## src/rtl/ibr_pkg.sv

```systemverilog
package ibr_pkg;
   typedef enum logic {
      SEQ_IDLE = 1'b0,
      SEQ_OPEN = 1'b1
   } seq_state_e;

   function automatic int unsigned field_top(input int unsigned lsb, input int unsigned width);
      return lsb + width - 1;
   endfunction
endpackage

```

## src/rtl/ibr_cmd_decode.sv

```systemverilog
module ibr_cmd_decode #(
   parameter int unsigned ADDR_W = 8,
   parameter int unsigned DATA_W = 8,
   localparam int unsigned CMD_W = ADDR_W + DATA_W + 1
) (
   input  logic [CMD_W-1:0]  cmd_word,
   output logic [ADDR_W-1:0] cmd_addr,
   output logic [DATA_W-1:0] cmd_data,
   output logic              cmd_we
);
   localparam int unsigned DATA_LSB = ADDR_W;
   localparam int unsigned WE_POS   = ADDR_W + DATA_W;

   always_comb begin
      cmd_addr = cmd_word[ADDR_W-1:0];
      cmd_data = cmd_word[WE_POS-1:DATA_LSB];
      cmd_we   = cmd_word[WE_POS];
   end
endmodule

```

## src/rtl/ibr_access_seq.sv

```systemverilog
module ibr_access_seq
   import ibr_pkg::*;
#(
   parameter int unsigned ADDR_W = 8,
   parameter int unsigned DATA_W = 8
) (
   input  logic              clk,
   input  logic              rst_n,
   input  logic              start_wr,
   input  logic [ADDR_W-1:0] new_addr,
   input  logic [DATA_W-1:0] new_data,
   input  logic              new_we,
   input  logic              int_ready,
   output logic              busy,
   output logic              done,
   output logic              int_req,
   output logic              int_we,
   output logic [ADDR_W-1:0] int_addr,
   output logic [DATA_W-1:0] int_wdata
);
   seq_state_e        state_q;
   seq_state_e        state_d;
   logic              accept;
   logic [ADDR_W-1:0] addr_q;
   logic [DATA_W-1:0] data_q;
   logic              we_q;

   assign busy    = (state_q == SEQ_OPEN);
   assign accept  = start_wr && (state_q == SEQ_IDLE);
   assign done    = (state_q == SEQ_OPEN) && int_ready;
   assign int_req = busy;
   assign int_we    = we_q;
   assign int_addr  = addr_q;
   assign int_wdata = data_q;

   always_comb begin
      state_d = state_q;
      unique case (state_q)
         SEQ_IDLE: if (start_wr)  state_d = SEQ_OPEN;
         SEQ_OPEN: if (int_ready) state_d = SEQ_IDLE;
         default:                 state_d = SEQ_IDLE;
      endcase
   end

   always_ff @(posedge clk or negedge rst_n) begin
      if (!rst_n) begin
         state_q <= SEQ_IDLE;
         addr_q  <= '0;
         data_q  <= '0;
         we_q    <= 1'b0;
      end else begin
         state_q <= state_d;
         if (accept) begin
            addr_q <= new_addr;
            data_q <= new_data;
            we_q   <= new_we;
         end
      end
   end

   AST_START_OPENS: assert property (@(posedge clk) disable iff (!rst_n)
      (start_wr && !busy) |=> (int_req && int_addr == $past(new_addr)
                               && int_we == $past(new_we) && int_wdata == $past(new_data)));
   AST_OPEN_STABLE: assert property (@(posedge clk) disable iff (!rst_n)
      (busy && !int_ready) |=> (busy && $stable(int_addr) && $stable(int_we) && $stable(int_wdata)));
   AST_READY_CLOSES: assert property (@(posedge clk) disable iff (!rst_n)
      (busy && int_ready) |=> !busy);
   AST_BUSY_WRITE_DROPPED: assert property (@(posedge clk) disable iff (!rst_n)
      (busy && start_wr) |=> ($stable(int_addr) && $stable(int_we) && $stable(int_wdata)));
   AST_STRAY_READY: assert property (@(posedge clk) disable iff (!rst_n)
      (!busy && !start_wr) |=> !busy);
endmodule

```

## src/rtl/ibr_rd_capture.sv

```systemverilog
module ibr_rd_capture #(
   parameter int unsigned DATA_W = 8
) (
   input  logic              clk,
   input  logic              rst_n,
   input  logic              done,
   input  logic              is_write,
   input  logic [DATA_W-1:0] int_rdata,
   output logic [DATA_W-1:0] rd_byte
);
   logic load;
   assign load = done && !is_write;

   always_ff @(posedge clk or negedge rst_n) begin
      if (!rst_n)    rd_byte <= '0;
      else if (load) rd_byte <= int_rdata;
   end

   AST_RD_LOADS: assert property (@(posedge clk) disable iff (!rst_n)
      (done && !is_write) |=> (rd_byte == $past(int_rdata)));
   AST_RD_HOLDS: assert property (@(posedge clk) disable iff (!rst_n)
      !(done && !is_write) |=> $stable(rd_byte));
endmodule

```

## src/rtl/ibr_window_bridge.sv

```systemverilog
module ibr_window_bridge
   import ibr_pkg::*;
#(
   parameter int unsigned WIN_W     = 32,
   parameter int unsigned ADDR_W    = 8,
   parameter int unsigned DATA_W    = 8,
   parameter int unsigned BUSY_POS  = 23,
   parameter int unsigned RDATA_LSB = 24,
   parameter bit          ECHO_CMD  = 1'b1
) (
   input  logic              clk,
   input  logic              rst_n,
   input  logic              host_wr,
   input  logic [WIN_W-1:0]  host_wdata,
   output logic [WIN_W-1:0]  host_rdata,
   output logic              int_req,
   output logic              int_we,
   output logic [ADDR_W-1:0] int_addr,
   output logic [DATA_W-1:0] int_wdata,
   input  logic [DATA_W-1:0] int_rdata,
   input  logic              int_ready
);
   localparam int unsigned WE_POS    = ADDR_W + DATA_W;
   localparam int unsigned CMD_W     = WE_POS + 1;
   localparam int unsigned RDATA_TOP = field_top(RDATA_LSB, DATA_W);

   if (BUSY_POS <= WE_POS)    begin : g_bad_busy  $error("busy bit overlaps command fields"); end
   if (RDATA_LSB <= BUSY_POS) begin : g_bad_rdlsb $error("read byte overlaps busy bit"); end
   if (RDATA_TOP >= WIN_W)    begin : g_bad_width $error("read byte exceeds window width"); end

   logic [ADDR_W-1:0] dec_addr;
   logic [DATA_W-1:0] dec_data;
   logic              dec_we;
   logic              busy;
   logic              done;
   logic [DATA_W-1:0] rd_byte;
   logic              unused_hi;

   assign unused_hi = ^host_wdata[WIN_W-1:CMD_W];

   ibr_cmd_decode #(.ADDR_W(ADDR_W), .DATA_W(DATA_W)) u_dec (
      .cmd_word (host_wdata[CMD_W-1:0]),
      .cmd_addr (dec_addr),
      .cmd_data (dec_data),
      .cmd_we   (dec_we)
   );

   ibr_access_seq #(.ADDR_W(ADDR_W), .DATA_W(DATA_W)) u_seq (
      .clk       (clk),
      .rst_n     (rst_n),
      .start_wr  (host_wr),
      .new_addr  (dec_addr),
      .new_data  (dec_data),
      .new_we    (dec_we),
      .int_ready (int_ready),
      .busy      (busy),
      .done      (done),
      .int_req   (int_req),
      .int_we    (int_we),
      .int_addr  (int_addr),
      .int_wdata (int_wdata)
   );

   ibr_rd_capture #(.DATA_W(DATA_W)) u_cap (
      .clk       (clk),
      .rst_n     (rst_n),
      .done      (done),
      .is_write  (int_we),
      .int_rdata (int_rdata),
      .rd_byte   (rd_byte)
   );

   if (ECHO_CMD) begin : g_echo
      always_comb begin
         host_rdata                       = '0;
         host_rdata[ADDR_W-1:0]           = int_addr;
         host_rdata[WE_POS-1:ADDR_W]      = int_wdata;
         host_rdata[WE_POS]               = int_we;
         host_rdata[BUSY_POS]             = busy;
         host_rdata[RDATA_TOP:RDATA_LSB]  = rd_byte;
      end
   end else begin : g_no_echo
      always_comb begin
         host_rdata                       = '0;
         host_rdata[BUSY_POS]             = busy;
         host_rdata[RDATA_TOP:RDATA_LSB]  = rd_byte;
      end
   end

   AST_RESET_QUIET: assert property (@(posedge clk) disable iff (!rst_n)
      $rose(rst_n) |-> (host_rdata == '0 && !int_req));
   AST_RESERVED_ZERO: assert property (@(posedge clk) disable iff (!rst_n)
      host_rdata[BUSY_POS-1:WE_POS+1] == '0);
endmodule

```

## config.mk

```make
export PLATFORM = sky130hd
export DESIGN_NAME = ibr_window_bridge
export DESIGN_NICKNAME = d
export VERILOG_FILES = /design/src/rtl/ibr_pkg.sv /design/src/rtl/ibr_cmd_decode.sv /design/src/rtl/ibr_access_seq.sv /design/src/rtl/ibr_rd_capture.sv /design/src/rtl/ibr_window_bridge.sv
export SDC_FILE = /design/constraint.sdc
export NUM_CORES = 1
export LEC_CHECK = 0
export ABC_AREA = 1
export BUFFER_PORTS_ARGS = -buffer_cell sky130_fd_sc_hd__buf_2
export CORE_MARGIN = 1
export CORE_UTILIZATION = 35
export DETAILED_ROUTE_END_ITERATION = 12
export HOLD_SLACK_MARGIN = 0.12
export PLACE_DENSITY = 0.71
export SKIP_LAST_GASP = 1
export SLEW_MARGIN = 20
export SYNTH_ARGS = -nofsm -noshare
export SYNTH_HDL_FRONTEND = slang
export SYNTH_SLANG_ARGS = --single-unit
export TNS_END_PERCENT = 50
```

## constraint.sdc

```tcl
create_clock -name clk -period 1 [get_ports clk]
set_input_delay 0.05 -clock clk [delete_from_list [all_inputs] [get_ports clk]]
set_output_delay 0.05 -clock clk [all_outputs]
set_load 0.1 [all_outputs]
```

**Word level (Yosys, flattened, before mapping)**

Index checks and enable logic that the tools add are counted.

- Input port bits: 44
- Memories: 0
- Flip-flop bits (word level): 26
- Bits in read-only memories: 0
- Logic and storage cells: 13
- Bits in writable memories: 0
- Latch bits: 0
- Output and inout bits: 50

- Bitwise logic cells: 1
- $lt $le $gt $ge: 0
- Multiply operators: 0
- $add $sub $neg: 0
- Divide/modulo/power cells: 0
- Equal/unequal tests: 0
- Shift-type cells: 0
- Mux-type cells: 3
- Reductions and logical operators: 4

Operators with widths:

| cell | count |
|---|---|
| 1-bit logical AND | 3 |
| 1-bit two-way mux | 2 |
| 1-bit one-hot mux with 2 select lines | 1 |
| 1-bit zero test | 1 |
| 1-bit NOT | 1 |

**Depth between registers and ports, before layout**

Gate-level depths: netlist of run 1.

- Depth in word-level cells: 2
- Depth in mapped cells: 6
- Gate-level depth less buffers: 4

**By module**

From an unflattened synthesis of run 1, not the netlist that was laid out.

- Cells, all modules: 156
- Area, all modules: 1400.1 sq um

By module, submodules not included:

| module | seq. area each (sq um) | area an instance (sq um) | times used | cells each |
|---|---|---|---|---|
| ibr_access_seq | 450.4 | 762.0 | 1 | 79 |
| ibr_rd_capture | 200.2 | 326.6 | 1 | 35 |
| ibr_window_bridge | 0.0 | 183.9 | 1 | 25 |
| ibr_cmd_decode | 0.0 | 127.6 | 1 | 17 |

**Worst setup path after synthesis of run 1**

OpenSTA, ideal clock, no wires.

- Path kind: reg-to-reg
- From: register u_seq.we_q (netlist: u_seq.int_we)
- To: register u_cap.rd_byte[0]
- Library setup time: 67 ps
- Data arrival time: 1721 ps
- Data required time: 933 ps
- Period minus slack after synthesis: 1788 ps
- Path slack: -788 ps
- Buffers on the path: 0
- Cell stages (with the launch flop): 5
- Cells stage by stage: dfrtp_1 > clkinv_1 > nand3_2 > nand2_1 > nand2_1

- Longest elaborated chain between the ends: 2

RTL lines:

| item | line | RTL |
|---|---|---|
| from (decl) | ibr_access_seq.sv:26 | `logic we_q;` |
| from (signal assigned) | ibr_access_seq.sv:56 | `we_q <= new_we;` |
| 1-bit zero test | ibr_rd_capture.sv:12 | `assign load = done && !is_write;` |
| 1-bit logical AND | ibr_rd_capture.sv:12 |  |
| to (signal assigned) | ibr_rd_capture.sv:16 | `else if (load) rd_byte <= int_rdata;` |
| to (decl) | ibr_rd_capture.sv:9 | `output logic [DATA_W-1:0] rd_byte` |

Every way passes these cells.
A chain may end at the register's enable or synchronous reset.

**Worst setup path after layout of run 1**

- From: register u_seq.state_q (netlist: u_seq.busy)
- To: output port int_req

RTL lines:

| item | line | RTL |
|---|---|---|
| from (decl) | ibr_access_seq.sv:21 | `seq_state_e state_q;` |
| from (signal assigned) | ibr_access_seq.sv:52 | `state_q <= state_d;` |
| to (decl) | ibr_window_bridge.sv:16 | `output logic int_req,` |

No word-level cell between the ends.

==> out/qor.csv, run 1 <==
metric,value,unit
cp.required,0.95,ns
io_pins,94,
die-area,3837,um^2
max_stage_delay,0.51,ns
die_w,61.94,um
ys_async_sr_fraction,100.0,%
violations,setup timing,
netlist_top_cells_count,"nand2_1 (50), buf_4 (26), dfrtp_1 (26)",
power_frac_comb,72.0,%
synth_edf_count,0,
synthesis.area,1257,um^2
p_int,0.003450,W
drv_slew,0,
synthToLayoutAreaGrowth,108.3,%
ys_top_cells_by_area,"dfrtp_1 (52%), buf_4 (16%), nand2_1 (15%)",
gp_congestion,0.7701,
hold_class,primary input to async pin,
clock.fmax,0.8608,GHz
first_pass_iters,4,
worst-path-buf-inv,2,
fill_cells,178,
ys_seq_area_share,51.74,%
rsz0062_at_grt,true,
fin_nets,273,
port_buffers,72,
yosysUniqueCellTypes,14,
yosysMostFrequentCell,nand2_1,
critPathCaptureType,output port,
worstSetupPathType,flip-flop to output port,
rows,21,
critical_path.top_delay_family,flip-flops,
h-tree-depth,1,
synth_top_area_cell,dfrtp_1,
cts_buffer_depth,2,
dp_slack,0.02854,ns
cts_tree,done,
hpwl,2455,um
period_needed,1.162,ns
synth_top_area_share,51.74,%
crit_path_top_delay_cell,dfrtp_4,
ys_warn_count,0,
fin_worst_skew,0.009183,ns
power_switching,0.004482,W
grt_pass1_wl,5699,um
synth_top_flop_cell,dfrtp_1,
clkSinkCount,26,
p_seq_share,22.1,%
num_antenna_cells,0,
arrival,1.11,ns
cellPowerDensity,3029,nW/um^2
start_util,37.10,%
wire_per_inst,14.48,um
outcome,"complete, but fails checks",
dr.first_iter.drc_count,98,
seqCellArea,678.2,um^2
crit_chain,buf_6 > buf_12,
vias,1284,
layout_worst_path_cycle_share,116.2,%
setup_ws,-0.1616,ns
numCtsBuffers,3,
fp.coreArea,3390,um^2
antenna_left,0,
grt_overflow,0,
die_h,61.94,um
grt_max_degree,27,
cts_root_buf,clkbuf_4,
clock_latency,0.32,ns
viasPerCell,4.686,
vdd_drop_max,1574,uV
path_clk_slew,0.15,ns
setup_viol,62,
grt_usage,21.12,%
routed_wl,3967,um
pwr-share-clk,5.9,%
cap_viol_max_count,0,
drive_gt1_share,49.12,%
drc,0,
antenna_found_initial,0,
synthCells,137,
synth_seq_cells,26,
swShare,56.50,%
leakage,1.262,nW
multi_input_area,415.4,um^2
critPathLaunchType,flip-flop,
finalHoldViolCount,0,
grt_pass1_vias,1243,
syn_avg_cell_area,9.179,um^2
holdWs,0.2267,ns
critPathMaxFanout,2,
## worst register-to-register path, cell delays in order (launching register included)
cell,delay [ns]
dfrtp_4,0.51
buf_4,0.18
clkinv_8,0.08
buf_12,0.12
nand3_1,0.11
nand2_1,0.10
## cell families after synthesis
family	Yosys count	synth area share [%]
other cells	1	0.2982
buf+inv	32	19.50
flops	26	51.74
simple gates	77	28.06
compound gates	1	0.3976
## layer usage
metal	share of wire [%]	global-route usage, %
met2	53	36.93
met3	5.6	4.762
met5	0	0
met4	5.3	11.43
met1	36	23.78
## placed cells by master (no fill, tap or decap)
cell	instances
buf_12	46
nand2_2	3
dfrtp_4	2
clkinv_2	1
dfrtp_1	8
dlygate4sd3_1	28
dfrtp_2	16
nand4_1	8
nand3_1	17
clkbuf_1	1
o21ai_1	1
nand2_1	47
conb_1	6
buf_4	6
buf_6	3
clkbuf_4	3
nand2_8	2
clkinv_8	1
nand3_4	1
buf_2	28
## area by class of cell
type	count	share of cell area [%]
Sequential cell	26	25.90
Tap cell	46	2.198
Timing Repair Buffer	111	54.23
Clock buffer	4	1.003
Inverter	2	0.8122
Multi-Input combinational cell	85	15.86
## registers in the layout (all words and copies together) (netlist names)
name             count
u_cap.rd_byte        8
u_seq.busy           1
u_seq.int_addr       8
u_seq.int_wdata      8
u_seq.int_we         1
## final timing paths
path                       depth (start not counted)        startpoint                 end  slack, ns
hold reg to reg                                    2  u_cap.rd_byte[0]    u_cap.rd_byte[0]       0.55
setup reg to reg                                   5        u_seq.busy   u_seq.int_addr[5]      -0.14
hold / removal                                     3             rst_n  u_seq.int_wdata[4]       0.23
min in group clk                                   4    host_wdata[15]  u_seq.int_wdata[7]       0.50
max in group asynchronous                          3             rst_n        u_seq.int_we       0.49
setup / recovery                                   2        u_seq.busy             int_req      -0.16
## per-stage QoR
stage | power [W] | TNS, ns | cells | cell area [um^2] | utilization, %
floorplan | 0.005292 | -7.111 | 142 | 1309 | -
global placement | 0.007245 | 0 | 238 | 2238 | 66.04
detailed placement | 0.007304 | 0 | 238 | 2238 | 66.04
CTS | 0.007876 | -3.444 | 272 | 2567 | 75.75
global route | 0.008189 | -6.552 | 274 | 2619 | 77.26
finish | 0.007932 | -3.635 | 274 | 2619 | 77.26
## power groups by stage
stage          combinational [W]  clock, W  sequential (W)
5_1_grt                  0.00586  0.000541         0.00179
6_report                 0.00571  0.000468         0.00176
3_3_place_gp             0.00548         0         0.00177
3_5_place_dp             0.00552         0         0.00178
2_1_floorplan            0.00180         0         0.00349
4_1_cts                  0.00565  0.000470         0.00175
## timing repair
item | CTS | global route
hold endpoints to repair | 52 | 0
hold buffers | 28 | 0
buffers inserted | 2 | 1
gates cloned | 0 | 1
pin swaps | 0 | 2
gates resized for setup | 2 | 8
endpoints found under the setup margin | 36 | 70
(Power assumes the default switching activity.)
==> inputs of run 2 (changes only) <==
--- a/config.mk
+++ b/config.mk
@@ -7,6 +7,7 @@
 export LEC_CHECK = 0
 export ABC_AREA = 1
 export BUFFER_PORTS_ARGS = -buffer_cell sky130_fd_sc_hd__buf_2
+export CORE_ASPECT_RATIO = 0.6
 export CORE_MARGIN = 1
 export CORE_UTILIZATION = 35
 export DETAILED_ROUTE_END_ITERATION = 12
==> run 2 against run 1 <==
Sequential share of layout area is 1.1 points lower. Largest cell class unchanged. Routed wire length down 1.7%. Fmax up 2.5%. Count of clock-buffer cells in the layout unchanged. Register-to-register slack hardly changed. Die area increased by 0.20%. Final cell count decreased by 0.36%. First-iteration DRC count shrank 47%. Combinational power rose by 1%. Critical path type is now flip-flop to flip-flop. The run still ends with setup timing left. Cell area increased by 4.4%.
==> out/qor.csv, run 2 (synthesized netlist as in run 1, its figures left out) <==
metric,value,unit
layout_worst_path_cycle_share,113.4,%
setup_ws,-0.1335,ns
grt_pass1_vias,1283,
fill_cells,180,
critPathLaunchType,flip-flop,
worst-path-buf-inv,3,
fin_nets,273,
antenna_left,0,
design_area,2735,um^2
hp-start,int_ready,
crit_chain,buf_6 > clkinv_8 > clkbuf_16 > nand3_1 > nand2_1,
leakage,1.298,nW
die_w,79.38,um
final_common_cell,buf_12,
finalHoldViolCount,0,
cts_tree,done,
postPlaceCellArea,2222,um^2
fin_setup_tns,-1.881,ns
num_antenna_cells,0,
drc,0,
fin_worst_skew,0.003635,ns
critPathMaxFanout,6,
h-tree-depth,1,
critical_path.top_delay_family,flip-flops,
viasPerCell,4.645,
slew_headroom,63.19,%
violations,setup timing,
rsz0062_at_grt,true,
r2r_end,u_seq.int_addr[5],
first_pass_iters,4,
port_buffers,72,
antenna_found_initial,0,
clkSinkCount,26,
drive_gt1_share,56.58,%
wire_per_inst,14.28,um
path_clk_slew,0.09,ns
hold_path_depth,3,
worst_pin_slew,0.5521,ns
setup_viol,27,
period_needed,1.134,ns
worstRegToRegCells,5,
fp.coreArea,3343,um^2
grt_max_degree,27,
cellPowerDensity,3010,nW/um^2
cts_root_buf,clkbuf_8,
vias,1268,
routed_wl,3898,um
start_util,37.61,%
hpwl,2371,um
most-common-layout-cells,"buf_12 (46), nand2_1 (39), dlygate4sd3_1 (28), buf_2 (28), dfrtp_2 (16)",
min_to,u_cap.rd_byte[0],
clock_latency,0.27,ns
io_pins,94,
worstSetupPathType,flip-flop to flip-flop,
grt_overflow,0,
hold_class,primary input to flip-flop,
outcome,"complete, but fails checks",
critPathCaptureType,flip-flop,
holdWs,0.1284,ns
die_h,48.43,um
drv_slew,0,
arrival,1.34,ns
grt_usage,20.38,%
crit_path_top_delay_cell,dfrtp_4,
vdd_drop_max,2153,uV
fin_util,81.81,%
cap_viol_max_count,0,
rows,16,
die-area,3844,um^2
cts_buffer_depth,2,
grt_pass1_wl,5989,um
cp.depth,5,
reg2reg_slack,-0.13,ns
numCtsBuffers,3,
cp.required,1.21,ns
r2r_start,u_seq.busy,
dr.first_iter.drc_count,52,
max_stage_delay,0.49,ns
gp_congestion,0.7758,
synthToLayoutAreaGrowth,117.5,%
clock.fmax,0.8822,GHz
run 2: worst reg2reg max path, cell delays in order, from the launching register on:
cell       delay (ns)
dfrtp_4          0.49
buf_6            0.15
clkinv_8         0.09
clkbuf_16        0.15
nand3_1          0.08
nand2_1          0.11
run 2: how the worst max path moves through the flow:
stage | end | slack, ns | from
final | u_seq.int_addr[5] | -0.13 | u_seq.busy
after global routing | u_seq.int_addr[5] | -0.17 | u_seq.busy
after CTS | host_rdata[16] | -0.12 | u_seq.int_we
after detailed placement | u_cap.rd_byte[6] | 0.007 | u_seq.int_we
after global placement | u_cap.rd_byte[5] | 0.03 | u_seq.busy
after floorplan | u_seq.int_addr[5] | -0.28 | u_seq.busy
run 2: per-stage QoR:
| step | setup WS (ns) | instances | power, W |
|---|---|---|---|
| 2_1_floorplan | -0.2845 | 142 | 0.005292 |
| 3_3_place_gp | 0.03372 | 235 | 0.007235 |
| 3_5_place_dp | 0.007376 | 235 | 0.007294 |
| 4_1_cts | -0.1192 | 269 | 0.008080 |
| 5_1_grt | -0.1671 | 273 | 0.008486 |
| 6_report | -0.1335 | 273 | 0.008232 |
run 2: where the power goes:
group	internal (W)	switching [W]
combinational	0.00198	0.00380
sequential	0.00135	0.000415
clock	0.000353	0.000328
total	0.00369	0.00455
run 2: per-layer routing:
metal / global-route usage, % / up-vias / share of wire, %
met5: 0 / - / 0
met3: 5.660 / 11 / 6.1
met1: 25.03 / 612 / 41
met4: 5.455 / 0 / 3.0
li1: - / 596 / -
met2: 35.20 / 49 / 50
run 2: area by class of cell:
| cell class | count | area [um^2] | share of cell area (%) |
|---|---|---|---|
| Sequential cell | 26 | 678.2 | 24.79 |
| Multi-Input combinational cell | 86 | 486.7 | 17.80 |
| Tap cell | 45 | 56.30 | 2.059 |
| Clock buffer | 4 | 55.05 | 2.013 |
| Inverter | 2 | 21.27 | 0.7777 |
| Timing Repair Buffer | 110 | 1438 | 52.56 |
run 2: repair_timing:
| action | 4_1_cts | 5_1_grt |
|---|---|---|
| hold buffers | 28 | 0 |
| cloned | 0 | 3 |
| setup buffers | 2 | 1 |
| resized for setup | 2 | 25 |
| pin swaps | 0 | 12 |
| endpoints found under the setup margin | 8 | 30 |
| endpoints found under the hold margin | 52 | 0 |
